--- src/rtl/cfg_readout_pkg.sv ---
package cfg_readout_pkg;

    localparam int BYTE_W = 8;
    localparam int BIT_SEL_W = 3;

    typedef logic [BYTE_W-1:0] byte_t;

    typedef enum logic {
        FMT_SERIAL   = 1'b0,
        FMT_PARALLEL = 1'b1
    } fmt_e;

    // Bit select 0 picks the most significant bit of the byte.
    function automatic logic pick_msb_first(input byte_t b, input logic [BIT_SEL_W-1:0] sel);
        return b[BYTE_W-1-int'(sel)];
    endfunction

    function automatic byte_t shape_output(input byte_t b, input logic [BIT_SEL_W-1:0] sel,
                                           input fmt_e fmt, input logic drive);
        byte_t r;
        r = '0;
        if (drive) begin
            if (fmt == FMT_PARALLEL) r = b;
            else                     r[0] = pick_msb_first(b, sel);
        end
        return r;
    endfunction

endpackage

--- src/rtl/cfg_store.sv ---
module cfg_store
    import cfg_readout_pkg::*;
#(
    parameter int DEPTH = 16,
    parameter int AW    = $clog2(DEPTH)
) (
    input  logic          clk,
    input  logic          wr_en,
    input  logic [AW-1:0] wr_addr,
    input  byte_t         wr_data,
    input  logic [AW-1:0] rd_addr,
    output byte_t         rd_data
);

    byte_t cells [DEPTH];

    always_ff @(posedge clk) begin
        if (wr_en) cells[wr_addr] <= wr_data;
    end

    assign rd_data = cells[rd_addr];

endmodule

--- src/rtl/cfg_pos_counter.sv ---
module cfg_pos_counter
    import cfg_readout_pkg::*;
#(
    parameter int DEPTH = 16,
    parameter int AW    = $clog2(DEPTH)
) (
    input  logic                 clk,
    input  logic                 rst,
    input  logic                 run_en,
    input  fmt_e                 fmt,
    output logic [AW-1:0]        byte_addr,
    output logic [BIT_SEL_W-1:0] bit_sel,
    output logic                 active,
    output logic                 done
);

    localparam logic [AW-1:0]        LAST_ADDR = AW'(DEPTH - 1);
    localparam logic [BIT_SEL_W-1:0] LAST_BIT  = '1;
    localparam int                   POS_W     = AW + BIT_SEL_W;

    logic at_tc;

    always_comb begin
        at_tc = (byte_addr == LAST_ADDR) &&
                ((fmt == FMT_PARALLEL) || (bit_sel == LAST_BIT));
    end

    always_ff @(posedge clk) begin
        if (rst || !run_en) begin
            byte_addr <= '0;
            bit_sel   <= '0;
            active    <= 1'b0;
            done      <= 1'b0;
        end else if (!active) begin
            active <= 1'b1;
        end else if (!done) begin
            if (at_tc) begin
                done <= 1'b1;
            end else if (fmt == FMT_PARALLEL) begin
                byte_addr <= byte_addr + AW'(1);
                bit_sel   <= '0;
            end else begin
                {byte_addr, bit_sel} <= {byte_addr, bit_sel} + POS_W'(1);
            end
        end
    end

endmodule

--- src/rtl/cfg_out_fmt.sv ---
module cfg_out_fmt
    import cfg_readout_pkg::*;
(
    input  byte_t                rd_byte,
    input  logic [BIT_SEL_W-1:0] bit_sel,
    input  fmt_e                 fmt,
    input  logic                 active,
    input  logic                 done,
    output byte_t                data_out,
    output logic                 data_drive,
    output logic                 chain_en_n
);

    always_comb begin
        data_drive = active && !done;
        chain_en_n = !done;
        data_out   = shape_output(rd_byte, bit_sel, fmt, data_drive);
    end

endmodule

--- src/rtl/cfg_readout.sv ---
module cfg_readout
    import cfg_readout_pkg::*;
#(
    parameter int DEPTH = 16,
    parameter int AW    = $clog2(DEPTH)
) (
    input  logic          clk,
    input  logic          rst,
    input  logic          chip_en_n,
    input  logic          out_en_rst_n,
    input  logic          par_mode,
    input  logic          load_en,
    input  logic [AW-1:0] load_addr,
    input  logic [7:0]    load_byte,
    output logic [7:0]    data_out,
    output logic          data_drive,
    output logic          chain_en_n
);

    fmt_e                 fmt;
    logic                 run_en;
    logic [AW-1:0]        byte_addr;
    logic [BIT_SEL_W-1:0] bit_sel;
    logic                 active;
    logic                 done;
    byte_t                rd_byte;

    assign fmt    = par_mode ? FMT_PARALLEL : FMT_SERIAL;
    assign run_en = !chip_en_n && out_en_rst_n;

    cfg_store #(.DEPTH(DEPTH), .AW(AW)) i_store (
        .clk     (clk),
        .wr_en   (load_en),
        .wr_addr (load_addr),
        .wr_data (load_byte),
        .rd_addr (byte_addr),
        .rd_data (rd_byte)
    );

    cfg_pos_counter #(.DEPTH(DEPTH), .AW(AW)) i_pos (
        .clk       (clk),
        .rst       (rst),
        .run_en    (run_en),
        .fmt       (fmt),
        .byte_addr (byte_addr),
        .bit_sel   (bit_sel),
        .active    (active),
        .done      (done)
    );

    cfg_out_fmt i_fmt (
        .rd_byte    (rd_byte),
        .bit_sel    (bit_sel),
        .fmt        (fmt),
        .active     (active),
        .done       (done),
        .data_out   (data_out),
        .data_drive (data_drive),
        .chain_en_n (chain_en_n)
    );

endmodule

--- config.mk ---
export PLATFORM = sky130hd
export DESIGN_NAME = cfg_readout
export DESIGN_NICKNAME = d
export VERILOG_FILES = /design/src/rtl/cfg_readout_pkg.sv /design/src/rtl/cfg_store.sv /design/src/rtl/cfg_pos_counter.sv /design/src/rtl/cfg_out_fmt.sv /design/src/rtl/cfg_readout.sv
export SDC_FILE = /design/constraint.sdc
export NUM_CORES = 1
export LEC_CHECK = 0
export BUFFER_PORTS_ARGS = -buffer_cell sky130_fd_sc_hd__buf_4
export CAP_MARGIN = 20
export CORE_UTILIZATION = 45
export CTS_BUF_LIST = sky130_fd_sc_hd__clkbuf_8
export CTS_CLUSTER_DIAMETER = 40
export DETAILED_ROUTE_END_ITERATION = 12
export RECOVER_POWER = 100
export SETUP_SLACK_MARGIN = 0.2
export SYNTH_ARGS = -nofsm -noshare
export SYNTH_HDL_FRONTEND = slang
export SYNTH_SLANG_ARGS = --single-unit
--- constraint.sdc ---
create_clock -name clk -period 3.8 [get_ports clk]
set_input_delay 1.14 -clock clk [delete_from_list [all_inputs] [get_ports clk]]
set_output_delay 1.14 -clock clk [all_outputs]
set_load 0.01 [all_outputs]
Yosys cells after proc, flatten, opt, wreduce, memory -nomap -nowiden. Memories as Yosys holds them, arrays and structs flattened. A register that Yosys moved wholly into a read port is not among the register bits. Index checks and enable logic that the tools add are counted.

Add/subtract/negate cells: 3. Order comparisons: 1. Equal/unequal tests: 2. Mux-type cells: 16. Bitwise gates (word level): 2. Reduce and logical (&&, ||, !) cells: 9.

Operator list (count): 32-bit by 5-bit < comparator with 1-bit output, second input constant (1); 4-bit 2-to-1 mux (3); 1-bit 2-to-1 mux (9); 8-bit 2-to-1 mux (1); 7-bit by 1-bit adder with 7-bit output, second input constant (1); 7-bit 2-to-1 mux (1); 4-bit by 1-bit adder with 4-bit output, second input constant (1); 4-bit equality test, second input constant (1); 3-bit by 3-bit subtractor with 4-bit output, first input constant (1); 1-bit binary-select mux with 3-bit select (1); 3-bit equality test, second input constant (1); 1-bit logical AND (3); 1-bit zero test (3); 3-bit 2-to-1 mux (1); 3-bit AND reduction (1); 1-bit logical OR (2); 1-bit NOT (2).

Flip-flop bits (word level): 9. Memory bits (writable): 128. Bits of input ports: 18. Output and inout port bits: 10. Word-level logic and storage cells: 38. Memories kept: 1.

Memories: i_store.cells (words 16, bits a word 8, rd ports 1, clocked after memory_dff 1, wr ports 1, line cfg_store.sv:15) `byte_t cells [DEPTH];`.

Depth between registers and ports, before layout.
Depth after elaboration: 7. Depth in mapped cells: 9. Mapped depth without buffers: 8.

Modules after synthesis. From an unflattened synthesis, not the netlist that was laid out.

Cells, all modules: 290. Area total of the unflattened synthesis: 5587.9 µm².

Modules (own cells, without submodules): cfg_store (times used 1, cells each 221, area an instance 4987.3 µm², seq. area each 3843.7 µm²); cfg_pos_counter (times used 1, cells each 49, area an instance 437.9 µm², seq. area each 180.2 µm²); cfg_out_fmt (times used 1, cells each 19, area an instance 148.9 µm², seq. area each 0.0 µm²); cfg_readout (times used 1, cells each 1, area an instance 13.8 µm², seq. area each 0.0 µm²).

Worst setup path after synthesis. Ideal clock, no wire load.

Path kind: input port to output port. From: input port par_mode. To: output port data_out[0]. Arrival time: 1.882 ns. Data required time: 2.660 ns. Path slack: 0.778 ns. Stages: 3. Buffers on the path: 1. Cell sequence: clkbuf_4 nand2_1 o32ai_1.

Longest elaborated chain between the ends: 3.

RTL lines: start, declared (line cfg_readout.sv:11) `input logic par_mode,`; 1-bit 2-to-1 mux (line cfg_readout.sv:28) `assign fmt = par_mode ? FMT_PARALLEL : FMT_SERIAL;`; 1-bit 2-to-1 mux (line cfg_readout_pkg.sv:23) `if (fmt == FMT_PARALLEL) r = b;`; 8-bit 2-to-1 mux (line cfg_readout_pkg.sv:22) `if (drive) begin`; end, declared (line cfg_readout.sv:15) `output logic [7:0] data_out,`.

No other way between the ends.

==> results.toml <==
[global_routing]
use_met1_pct = 24.84
grt_pass1_wl_mm = 17.35
busiest_layer = "met2"
grt_util_met2_pct = 30.38
grt_use_met3_pct = 4.217
grt_use_total_pct = 19.05
overflow = 0
antenna_found_initial = 0
first_global_vias = 3014
grt_max_degree = 29

[logic_synthesis]
ys_top_cells_by_area = "edfxtp_1 (66%), mux4_2 (6.2%), mux4_1 (5.9%)"
synth_edf_count = 128
synthTopCellsByCount = "edfxtp_1 (128), nor2_1 (24), mux4_2 (16)"
syn_inst = 323
synth_nets = 344
yosysMostFrequentCell = "edfxtp_1"
synth_ff_type = "edfxtp_1"
syn_area_um2 = 5783
ys_seq_area_share_pct = 70.96
yosysTopAreaCell = "edfxtp_1"
synth-seq-cells = 141
synth_top_area_share_pct = 66.46
ys_warn_count = 0
ys_types = 47
async_reset_ff_share_pct = 0
synth.avg_cell_area_um2 = 17.90

[drt]
wirelength_mm = 11.69
drtPass1Iterations = 5
first_iter_violations = 178
via_per_inst = 5.427
via_count = 3039
wl_per_cell_um = 20.88
ant_nets = 0
drcViolationCount = 0

[die]
rows = 41
core_area_um2 = 12570
fp.dieW_um = 115.4
die_h_um = 115.4
boundaryPins = 28
start_util_pct = 46.01
dieArea_um2 = 13310

[cells_and_area]
area_growth_pct = 15.95
antenna_cells = 0
finalNonFillerCells = 560
layout-drive-gt1-share_pct = 24.74
fill_cells = 1035
fin_util_pct = 53.35
nets = 397

[worst_setup_path]
crit_path_max_fanout = 10
startpoint_type = "flip-flop"
critPathSlowestCell = "mux4_2"
path_common_cell = "buf_4"
worst-setup-path-type = "reg -> out"
path_cells = "buf_4 -> bufbuf_16 -> mux4_2 -> a211oi_2 -> o22ai_1 -> o211ai_1 -> o32ai_2 -> buf_4"
arrival_ns = 2.67
cp.required_ns = 2.66
r2r_slack_ns = 1.76
cp_slowest_stage_delay_ns = 0.53
cp-end-kind = "output pin"

[clocking]
h-tree-depth = 4
cts-root-buf = "clkbuf_8"
cts_buffers = 17
ctsLongestPathBuffers = 2
cts_tree = "yes"
clock_sinks = 141
worst_skew_pair.late_latency_ns = 0.44
cts_hold_buf = 0
path_clk_slew_ns = 0.07

[timing]
whs_ns = 0.5239
rsz0062_at_grt = "true"
post-route-min-period_ns = 3.814
slew_violations = 0
fin_crit_sh_pct = 100.4
fin_skew_ns = 0.003751
setup_ws_ns = -0.01438
fmax_mhz = 262.2
max_slew_margin_pct = 34.51
worst_slew_pin_slew_ns = 0.9787
finalSetupViolCount = 1
hold_viol = 0

[pwr]
seqPwrFrac_pct = 56.6
p_per_area_nw_per_um2 = 454.7
peakVddDrop_mv = 0.2321
combPwrFrac_pct = 2.8
p_sw_share_pct = 19.77
leakagePower_nw = 2.094
p_int_mw = 2.446
pwr-share-clk_pct = 40.7
netSwitchingPower_mw = 0.6027

[status]
status = "complete, but fails checks"
violations = "setup timing"

[place]
io_buffers = 27
dp.cells = 520
dp_slack_ns = 0.3015
post-dp-hpwl_mm = 7.315
globalplace.congestion = 0.7863

[job]
drv_cap = 0

[hold_path]
min_path_type = "reg -> reg"
power groups by stage:
stage,clock (mW),combinational [mW],sequential [mW]
final,1.24,0.0846,1.72
after detailed placement,0,0.0886,1.76
after global placement,0,0.0861,1.76
after floorplan,0,0.0368,1.76
after global routing,1.33,0.0930,1.73
after CTS,1.26,0.0911,1.72
sequential cells by signal (all words and copies together), names as in the netlist, named ones only:
| name | count |
|---|---|
| i_store.cells | 128 |
| i_pos.byte_addr | 4 |
| i_pos.bit_sel | 3 |
| i_pos.active | 1 |
| i_pos.done | 1 |
area by class of cell:
| type | instances | area (µm²) | share of cell area [%] |
|---|---|---|---|
| sequential | 141 | 4108 | 61.26 |
| multi-input combinational | 162 | 1582 | 23.59 |
| timing repair buffer | 50 | 375.4 | 5.598 |
| clock buffer | 17 | 234.0 | 3.489 |
| tap | 172 | 215.2 | 3.210 |
| clock inverter | 14 | 176.4 | 2.631 |
| inverter | 4 | 15.01 | 0.2239 |
layout by cell type, fill, tap and decap left out, drive strengths merged, types with 3 or more instances in the layout:
cell and instances:
buf 26, nor2b 5, a21oi 10, nand3 7
inv 4, nor3 8, and2 3, o221ai 3
clkbuf 40, a211oi 3, mux4 29, and3 5
nor2 24, bufinv 4, clkinvlp 4, clkinv 6
edfxtp 128, mux2i 10, nor3b 3, dfxtp 13
a22oi 5, nand2 13, o21ai 3, ha 3
nand2b 4
worst max-delay path, delay by kind of cell, from the launching register on:
kind                   cells  cell delay [ns]
muxes                      1             0.53
AOI/OAI and AO/OA          4             0.76
DFF                        1             0.38
buffers and inverters      3             0.57
logic make-up (layout without fill, tap and decap cells):
group	Yosys count	after routing	share of synthesized area [%]
and+or+nand+nor	83	83	7.378
buffers and inverters	20	85	2.509
xor gates and xnor gates	2	2	0.3030
muxes	40	40	14.06
adders and majority gates	3	3	0.6491
AOI/OAI and AO/OA	34	34	4.133
DFF	141	141	70.97
per-stage QoR:
step	TNS (ns)	total power [mW]	instance area, µm²
floorplan	0	1.793	5783
global placement	0	1.844	6215
detailed placement	0	1.847	6215
CTS	0	3.076	6736
global route	-0.1667	3.150	6705
finish	-0.01438	3.049	6705
timing repair:
action / in CTS / in global routing
pin swaps: 3 / 3
gates cloned: 1 / 0
buffers inserted: 4 / 4
gates resized for setup: 10 / 15
endpoints found under the setup margin: 3 / 2
final timing paths:
check,from,end,depth (start not counted)
setup / recovery,flip-flop,data_out[0],8
setup reg to reg,i_pos.bit_sel[0],flip-flop,6
hold reg to reg,i_pos.byte_addr[3],i_pos.byte_addr[3],2
hold / removal,i_pos.byte_addr[3],i_pos.byte_addr[3],2
routing by layer:
metal	share of wire [%]	up-vias	routed length, µm
met2	49	84	5750
met3	4.7	14	550
li1	-	1404	-
met1	44	1537	5193
met5	0	-	0
met4	1.7	0	199
No activity file was read; power rests on OpenSTA's default activity.
